<file path="src/rtl/privmode_pkg.sv">
package privmode_pkg;

  typedef enum logic [1:0] {
    SEL_CTRL = 2'd0,
    SEL_MSP  = 2'd1,
    SEL_PSP  = 2'd2,
    SEL_RSVD = 2'd3
  } srSel_e;

  localparam int NUM_SP = 2;

  typedef struct packed {
    logic   wrBit0;
    logic   wrBit1;
    logic   wrMsp;
    logic   mspFromSr;
    logic   wrPsp;
    logic   pspFromSr;
    logic   rdEn;
    srSel_e rdSel;
  } dpStrobe_t;

endpackage

</file>
<file path="src/rtl/privmode_ctrl.sv">
module privmode_ctrl
  import privmode_pkg::*;
#(
  parameter int NEST_W = 3
) (
  input  logic       clk,
  input  logic       rstN,
  input  logic       excEnter,
  input  logic       excReturn,
  input  logic       srValid,
  input  logic       srWrite,
  input  logic [1:0] srSel,
  input  logic       scsAccess,
  input  logic       spWrEn,
  input  logic       ctrlBit0,
  input  logic       ctrlBit1,
  output dpStrobe_t  strobe,
  output logic       handlerMode,
  output logic       userLevel,
  output logic       useProcStack,
  output logic       faultStrobe
);

  localparam logic [NEST_W-1:0] NEST_MAX = {NEST_W{1'b1}};
  localparam logic [NEST_W-1:0] NEST_ONE = {{(NEST_W-1){1'b0}}, 1'b1};

  logic [NEST_W-1:0] nestCnt;
  logic              accOk;
  logic              srWrOk;
  srSel_e            selNow;

  assign handlerMode  = (nestCnt != '0);
  assign userLevel    = !handlerMode && ctrlBit0;
  assign useProcStack = !handlerMode && ctrlBit1;

  assign selNow = srSel_e'(srSel);
  assign accOk  = srValid && !userLevel;
  assign srWrOk = accOk && srWrite;

  always_comb begin
    strobe           = '0;
    strobe.wrBit0    = srWrOk && (selNow == SEL_CTRL);
    strobe.wrBit1    = srWrOk && (selNow == SEL_CTRL) && !handlerMode;
    strobe.mspFromSr = srWrOk && (selNow == SEL_MSP);
    strobe.pspFromSr = srWrOk && (selNow == SEL_PSP);
    strobe.wrMsp     = strobe.mspFromSr || (spWrEn && !useProcStack);
    strobe.wrPsp     = strobe.pspFromSr || (spWrEn && useProcStack);
    strobe.rdEn      = accOk && !srWrite;
    strobe.rdSel     = selNow;
  end

  always_ff @(posedge clk or negedge rstN) begin
    if (!rstN) begin
      nestCnt <= '0;
    end else if (excEnter) begin
      if (nestCnt != NEST_MAX) nestCnt <= nestCnt + NEST_ONE;
    end else if (excReturn && handlerMode) begin
      nestCnt <= nestCnt - NEST_ONE;
    end
  end

  always_ff @(posedge clk or negedge rstN) begin
    if (!rstN) faultStrobe <= 1'b0;
    else       faultStrobe <= userLevel && (srValid || scsAccess);
  end

endmodule

</file>
<file path="src/rtl/privmode_dp.sv">
module privmode_dp
  import privmode_pkg::*;
#(
  parameter int DATA_W = 32
) (
  input  logic              clk,
  input  logic              rstN,
  input  dpStrobe_t         strobe,
  input  logic              handlerMode,
  input  logic              useProcStack,
  input  logic [DATA_W-1:0] srWdata,
  input  logic [DATA_W-1:0] spWdata,
  output logic              ctrlBit0,
  output logic              ctrlBit1,
  output logic [DATA_W-1:0] srRdata,
  output logic              srRvalid,
  output logic [DATA_W-1:0] activeSp
);

  logic [DATA_W-1:0] spReg [NUM_SP];
  logic [NUM_SP-1:0] spWr;
  logic [NUM_SP-1:0] spFromSr;
  logic [DATA_W-1:0] rdNext;

  assign spWr     = {strobe.wrPsp, strobe.wrMsp};
  assign spFromSr = {strobe.pspFromSr, strobe.mspFromSr};

  for (genvar g = 0; g < NUM_SP; g++) begin : g_sp
    always_ff @(posedge clk or negedge rstN) begin
      if (!rstN)        spReg[g] <= '0;
      else if (spWr[g]) spReg[g] <= spFromSr[g] ? srWdata : spWdata;
    end
  end

  always_ff @(posedge clk or negedge rstN) begin
    if (!rstN) begin
      ctrlBit0 <= 1'b0;
      ctrlBit1 <= 1'b0;
    end else begin
      if (strobe.wrBit0) ctrlBit0 <= srWdata[0];
      if (strobe.wrBit1) ctrlBit1 <= srWdata[1];
    end
  end

  always_comb begin
    rdNext = '0;
    unique case (strobe.rdSel)
      SEL_CTRL: begin
        rdNext[0] = !handlerMode && ctrlBit0;
        rdNext[1] = !handlerMode && ctrlBit1;
      end
      SEL_MSP:  rdNext = spReg[0];
      SEL_PSP:  rdNext = spReg[1];
      default:  rdNext = '0;
    endcase
  end

  always_ff @(posedge clk or negedge rstN) begin
    if (!rstN) begin
      srRdata  <= '0;
      srRvalid <= 1'b0;
    end else begin
      srRvalid <= strobe.rdEn;
      srRdata  <= strobe.rdEn ? rdNext : '0;
    end
  end

  assign activeSp = useProcStack ? spReg[1] : spReg[0];

endmodule

</file>
<file path="src/rtl/privModeCtl.sv">
module privModeCtl
  import privmode_pkg::*;
#(
  parameter int DATA_W = 32,
  parameter int NEST_W = 3
) (
  input  logic              clk,
  input  logic              rstN,
  input  logic              excEnter,
  input  logic              excReturn,
  input  logic              srValid,
  input  logic              srWrite,
  input  logic [1:0]        srSel,
  input  logic [DATA_W-1:0] srWdata,
  input  logic              scsAccess,
  input  logic              spWrEn,
  input  logic [DATA_W-1:0] spWdata,
  output logic [DATA_W-1:0] srRdata,
  output logic              srRvalid,
  output logic [DATA_W-1:0] activeSp,
  output logic              handlerMode,
  output logic              userLevel,
  output logic              useProcStack,
  output logic              faultStrobe
);

  dpStrobe_t strobe;
  logic      ctrlBit0;
  logic      ctrlBit1;

  privmode_ctrl #(.NEST_W(NEST_W)) i_ctrl (
    .clk          (clk),
    .rstN         (rstN),
    .excEnter     (excEnter),
    .excReturn    (excReturn),
    .srValid      (srValid),
    .srWrite      (srWrite),
    .srSel        (srSel),
    .scsAccess    (scsAccess),
    .spWrEn       (spWrEn),
    .ctrlBit0     (ctrlBit0),
    .ctrlBit1     (ctrlBit1),
    .strobe       (strobe),
    .handlerMode  (handlerMode),
    .userLevel    (userLevel),
    .useProcStack (useProcStack),
    .faultStrobe  (faultStrobe)
  );

  privmode_dp #(.DATA_W(DATA_W)) i_dp (
    .clk          (clk),
    .rstN         (rstN),
    .strobe       (strobe),
    .handlerMode  (handlerMode),
    .useProcStack (useProcStack),
    .srWdata      (srWdata),
    .spWdata      (spWdata),
    .ctrlBit0     (ctrlBit0),
    .ctrlBit1     (ctrlBit1),
    .srRdata      (srRdata),
    .srRvalid     (srRvalid),
    .activeSp     (activeSp)
  );

endmodule

</file>
<file path="config.mk">
export PLATFORM = sky130hd
export DESIGN_NAME = privModeCtl
export DESIGN_NICKNAME = d
export VERILOG_FILES = /design/src/rtl/privmode_pkg.sv /design/src/rtl/privmode_ctrl.sv /design/src/rtl/privmode_dp.sv /design/src/rtl/privModeCtl.sv
export SDC_FILE = /design/constraint.sdc
export NUM_CORES = 1
export LEC_CHECK = 0
export BUFFER_PORTS_ARGS = -buffer_cell sky130_fd_sc_hd__buf_2
export CORE_UTILIZATION = 55
export DETAILED_ROUTE_END_ITERATION = 8
export PLACE_DENSITY = 0.95
export SLEW_MARGIN = 20
export SYNTH_ARGS = -nofsm -noshare
export SYNTH_HDL_FRONTEND = slang
export SYNTH_HIERARCHICAL = 1
export SYNTH_SLANG_ARGS = --single-unit
</file>
<file path="constraint.sdc">
create_clock -name clk -period 5.4 [get_ports clk]
set_input_delay 0.54 -clock clk [delete_from_list [all_inputs] [get_ports clk]]
set_output_delay 0.54 -clock clk [all_outputs]
set_load 0.005 [all_outputs]
</file>
==> flow_summary.yaml <==
cts:
  path_clk_slew_ns: 0.11
  cts_buffers: 9
  cts_max_path_buffers: 2
  cts_sinks: 103
  insertion_delay_ns: 0.36
  cts-root-buf: "clkbuf_8"
  holdBufCountCts: 0
  h-tree-depth: 3
  cts_tree: "built"
  cts_resized: 0
  post_cts_buffers: 0
global_route:
  track_usage_pct: 25.4
  overflow: 0
  grt_pass1_vias: 4261
  grt_pass1_wl_mm: 19.9
  antenna_found_initial: 0
  grt_max_degree: 65
drt:
  drt_iter0_drc: 172
  vias_per_cell: 5.64
  via_count: 4133
  drc: 0
  ant_nets: 0
  dr.pass1.iters: 6
  wl_per_cell_um: 17.0
  wirelength_mm: 12.5
layout:
  final_layout_size_suffix_gt1_share_pct: 34.1
  insertedDiodeCount: 0
  nets: 678
  area_growth_pct: 15.1
job:
  maxCapViolations: 0
logic_synthesis:
  synth.cell_area_mm2: 0.00532
  synth_seq_cells: 103
  synthCells: 482
  yosysUniqueCellTypes: 37
  synth_largest_area_cell: "dfrtp_1"
  yosysWarnings: 6
  synth.avg_cell_area_um2: 11.0
  synth_top_cell_area_share_pct: 48.5
  synth_nets: 561
  yosysSeqAreaShare_pct: 48.5
  synth_area_leaders: "dfrtp_1 (48%), mux2i_1 (12%), mux2_4 (7.1%)"
worst_setup_path:
  critPathRequiredTime_ns: 4.86
  path_cells: "nor3_1 > nand2_1 > inv_2 > mux2_2 > buf_2"
  cp_slowest_cell: "inv_2"
  path_buf_inv: 2
  r2r_setup_slack_ns: 2.54
  reg2regPathDepth: 6
  worst_setup_path_start_kind: "flip-flop"
  end_kind: "primary output"
  r2r-start: "i_ctrl/nestCnt[0]$_DFFE_PN0P_"
  crit_family: "buffers and inverters"
  timing.rr.end: "i_dp/spReg[22]$_DFFE_PN0P_"
  slowest_delay_ns: 0.78
  cp_max_fo: 34
  worstPathArrival_ns: 2.73
  critPathKind: "reg2out"
placed_design:
  hpwl_mm: 8.36
  portBuffers: 142
  gp_congestion: 0.838
  place_ws_ns: 2.27
power_and_ir_drop:
  vdd_drop_max_mv: 0.214
  power_leakage_nw: 2.78
  power_density_mw_per_mm2: 315
floorplanning:
  ios: 143
  fp.dieArea_mm2: 0.0101
  rows: 35
  core_area_mm2: 0.00928
  die_h_um: 100
  start_util_pct: 57.3
  die_w_um: 100
timing:
  slew_headroom_pct: 23.5
  rsz0062_at_grt: "false"
  drv_slew: 0
  worst_pin_slew_ns: 1.15
  setup_viol: 0
  clock_skew_ns: 0.0201
  finalHoldViolCount: 0
  final.setup.worst_slack_ns: 2.13
  post-route-period-util_pct: 60.6
  finalSetupTns_ns: 0
  fmax_mhz: 305
  final.min_clock_period_ns: 3.27
run_status:
  status: "complete, no violations"
worst_hold_path:
  min_path_type: "in2async"
-- Yosys cell counts, drive strengths merged --
cell type	n
a211oi	1
ha	4
mux2	34
clkbuf	3
and2	1
o21ai	2
a22oi	32
nor4	1
a221o	1
a32o	1
a22o	1
a21o	2
nor2	96
buf	37
mux2i	64
or2	1
a21oi	68
inv	6
nor3b	3
nor3	3
nand2	7
nor4b	2
or3	1
o21bai	1
nand2b	1
fa	1
o21a	1
nand3	2
nand3b	2
dfrtp	103
-- placed cells by master (no fill, tap or decap), types with 2 or more instances in the layout --
master    synthesis  routed
mux2_4           25      25
nand3_1           2       2
nor3_1            2       2
ha_1              4       4
buf_4             2       5
nor3b_1           3       3
mux2_2            9       9
nor2_1           96      96
dfrtp_1         103     103
mux2i_1          64      64
nand3b_1          2       2
nand2_1           7       6
buf_2            22     141
nor4b_4           1       2
o21ai_0           2       2
a21oi_1          68      68
inv_1             6       5
inv_6             0       3
a22oi_1          32      32
clkbuf_8          0       9
-- worst reg2reg max path, delay by kind of cell (launching register included) --
family,cells,cell delay [ns]
flip-flops,1,0.52
AND/OR/NAND/NOR,3,0.62
AO/OA/AOI/OAI,2,0.84
buffers and inverters,1,0.78
-- power by group --
| group | total (mW) | switching (mW) | internal [mW] |
|---|---|---|---|
| clock | 0.501 | 0.276 | 0.224 |
| sequential | 1.00 | 0.114 | 0.889 |
| combinational | 0.427 | 0.215 | 0.212 |
-- worst max-delay path by stage --
stage / start / to / slack, ns / depth (start not counted)
after floorplan: i_ctrl/nestCnt[0]$_DFFE_PN0P_ / activeSp[10] / 3.31 / 7
after global placement: i_ctrl/nestCnt[0]$_DFFE_PN0P_ / i_dp/spReg[29]$_DFFE_PN0P_ / 2.57 / 5
after detailed placement: i_ctrl/nestCnt[0]$_DFFE_PN0P_ / i_dp/spReg[6]$_DFFE_PN0P_ / 2.27 / 6
after CTS: i_ctrl/nestCnt[0]$_DFFE_PN0P_ / activeSp[31] / 2.15 / 5
after global routing: i_ctrl/nestCnt[0]$_DFFE_PN0P_ / activeSp[27] / 1.97 / 5
final: i_ctrl/nestCnt[0]$_DFFE_PN0P_ / activeSp[21] / 2.13 / 5
-- flip-flops by register name (all words and copies together), names as in the netlist --
signal and count:
i_dp/ctrlBit1 1, i_ctrl/faultStrobe 1, i_dp/ctrlBit0 1, i_dp/srRvalid 1, i_dp/spReg 64, i_ctrl/nestCnt 3, i_dp/srRdata 32
-- layer usage --
metal  vias to the layer above  part of all wire (%)  track usage, %
met1                      2019                    41            32.1
met3                        23                   4.9            2.92
met5                         -                     0               0
met2                       170                    52            43.8
li1                       1921                     -               -
met4                         0                   2.0            11.4
-- final cells by class --
type | instances | area, um^2
clock buffers | 9 | 124
flip-flops and latches | 103 | 2580
repair buffers | 146 | 743
multi-input cells | 333 | 2400
well taps | 129 | 161
clock inverters | 7 | 88.8
fillers | 724 | 3170
inverters | 6 | 22.5
-- per-stage QoR --
stage / util [%] / power, mW / cell area, um^2 / hold WS (ns) / instances
after CTS: 65.7 / 1.94 / 6100 / 0.150 / 733
final: 65.9 / 1.93 / 6120 / 0.146 / 733
after floorplan: - / 1.29 / 5320 / 0.244 / 482
after global placement: 63.4 / 1.40 / 5890 / 0.519 / 717
after global routing: 65.9 / 2.04 / 6120 / 0.173 / 733
after detailed placement: 63.4 / 1.44 / 5890 / 0.541 / 717
-- cell families after synthesis --
kind of cell	after synthesis	synth area share, %
simple gates	120	9.86
compound gates	110	12.4
flops	103	48.5
mux	98	21.0
buf+inv	46	6.90
fa+ha+maj	5	1.32
Power figures use the tool's default switching activity.
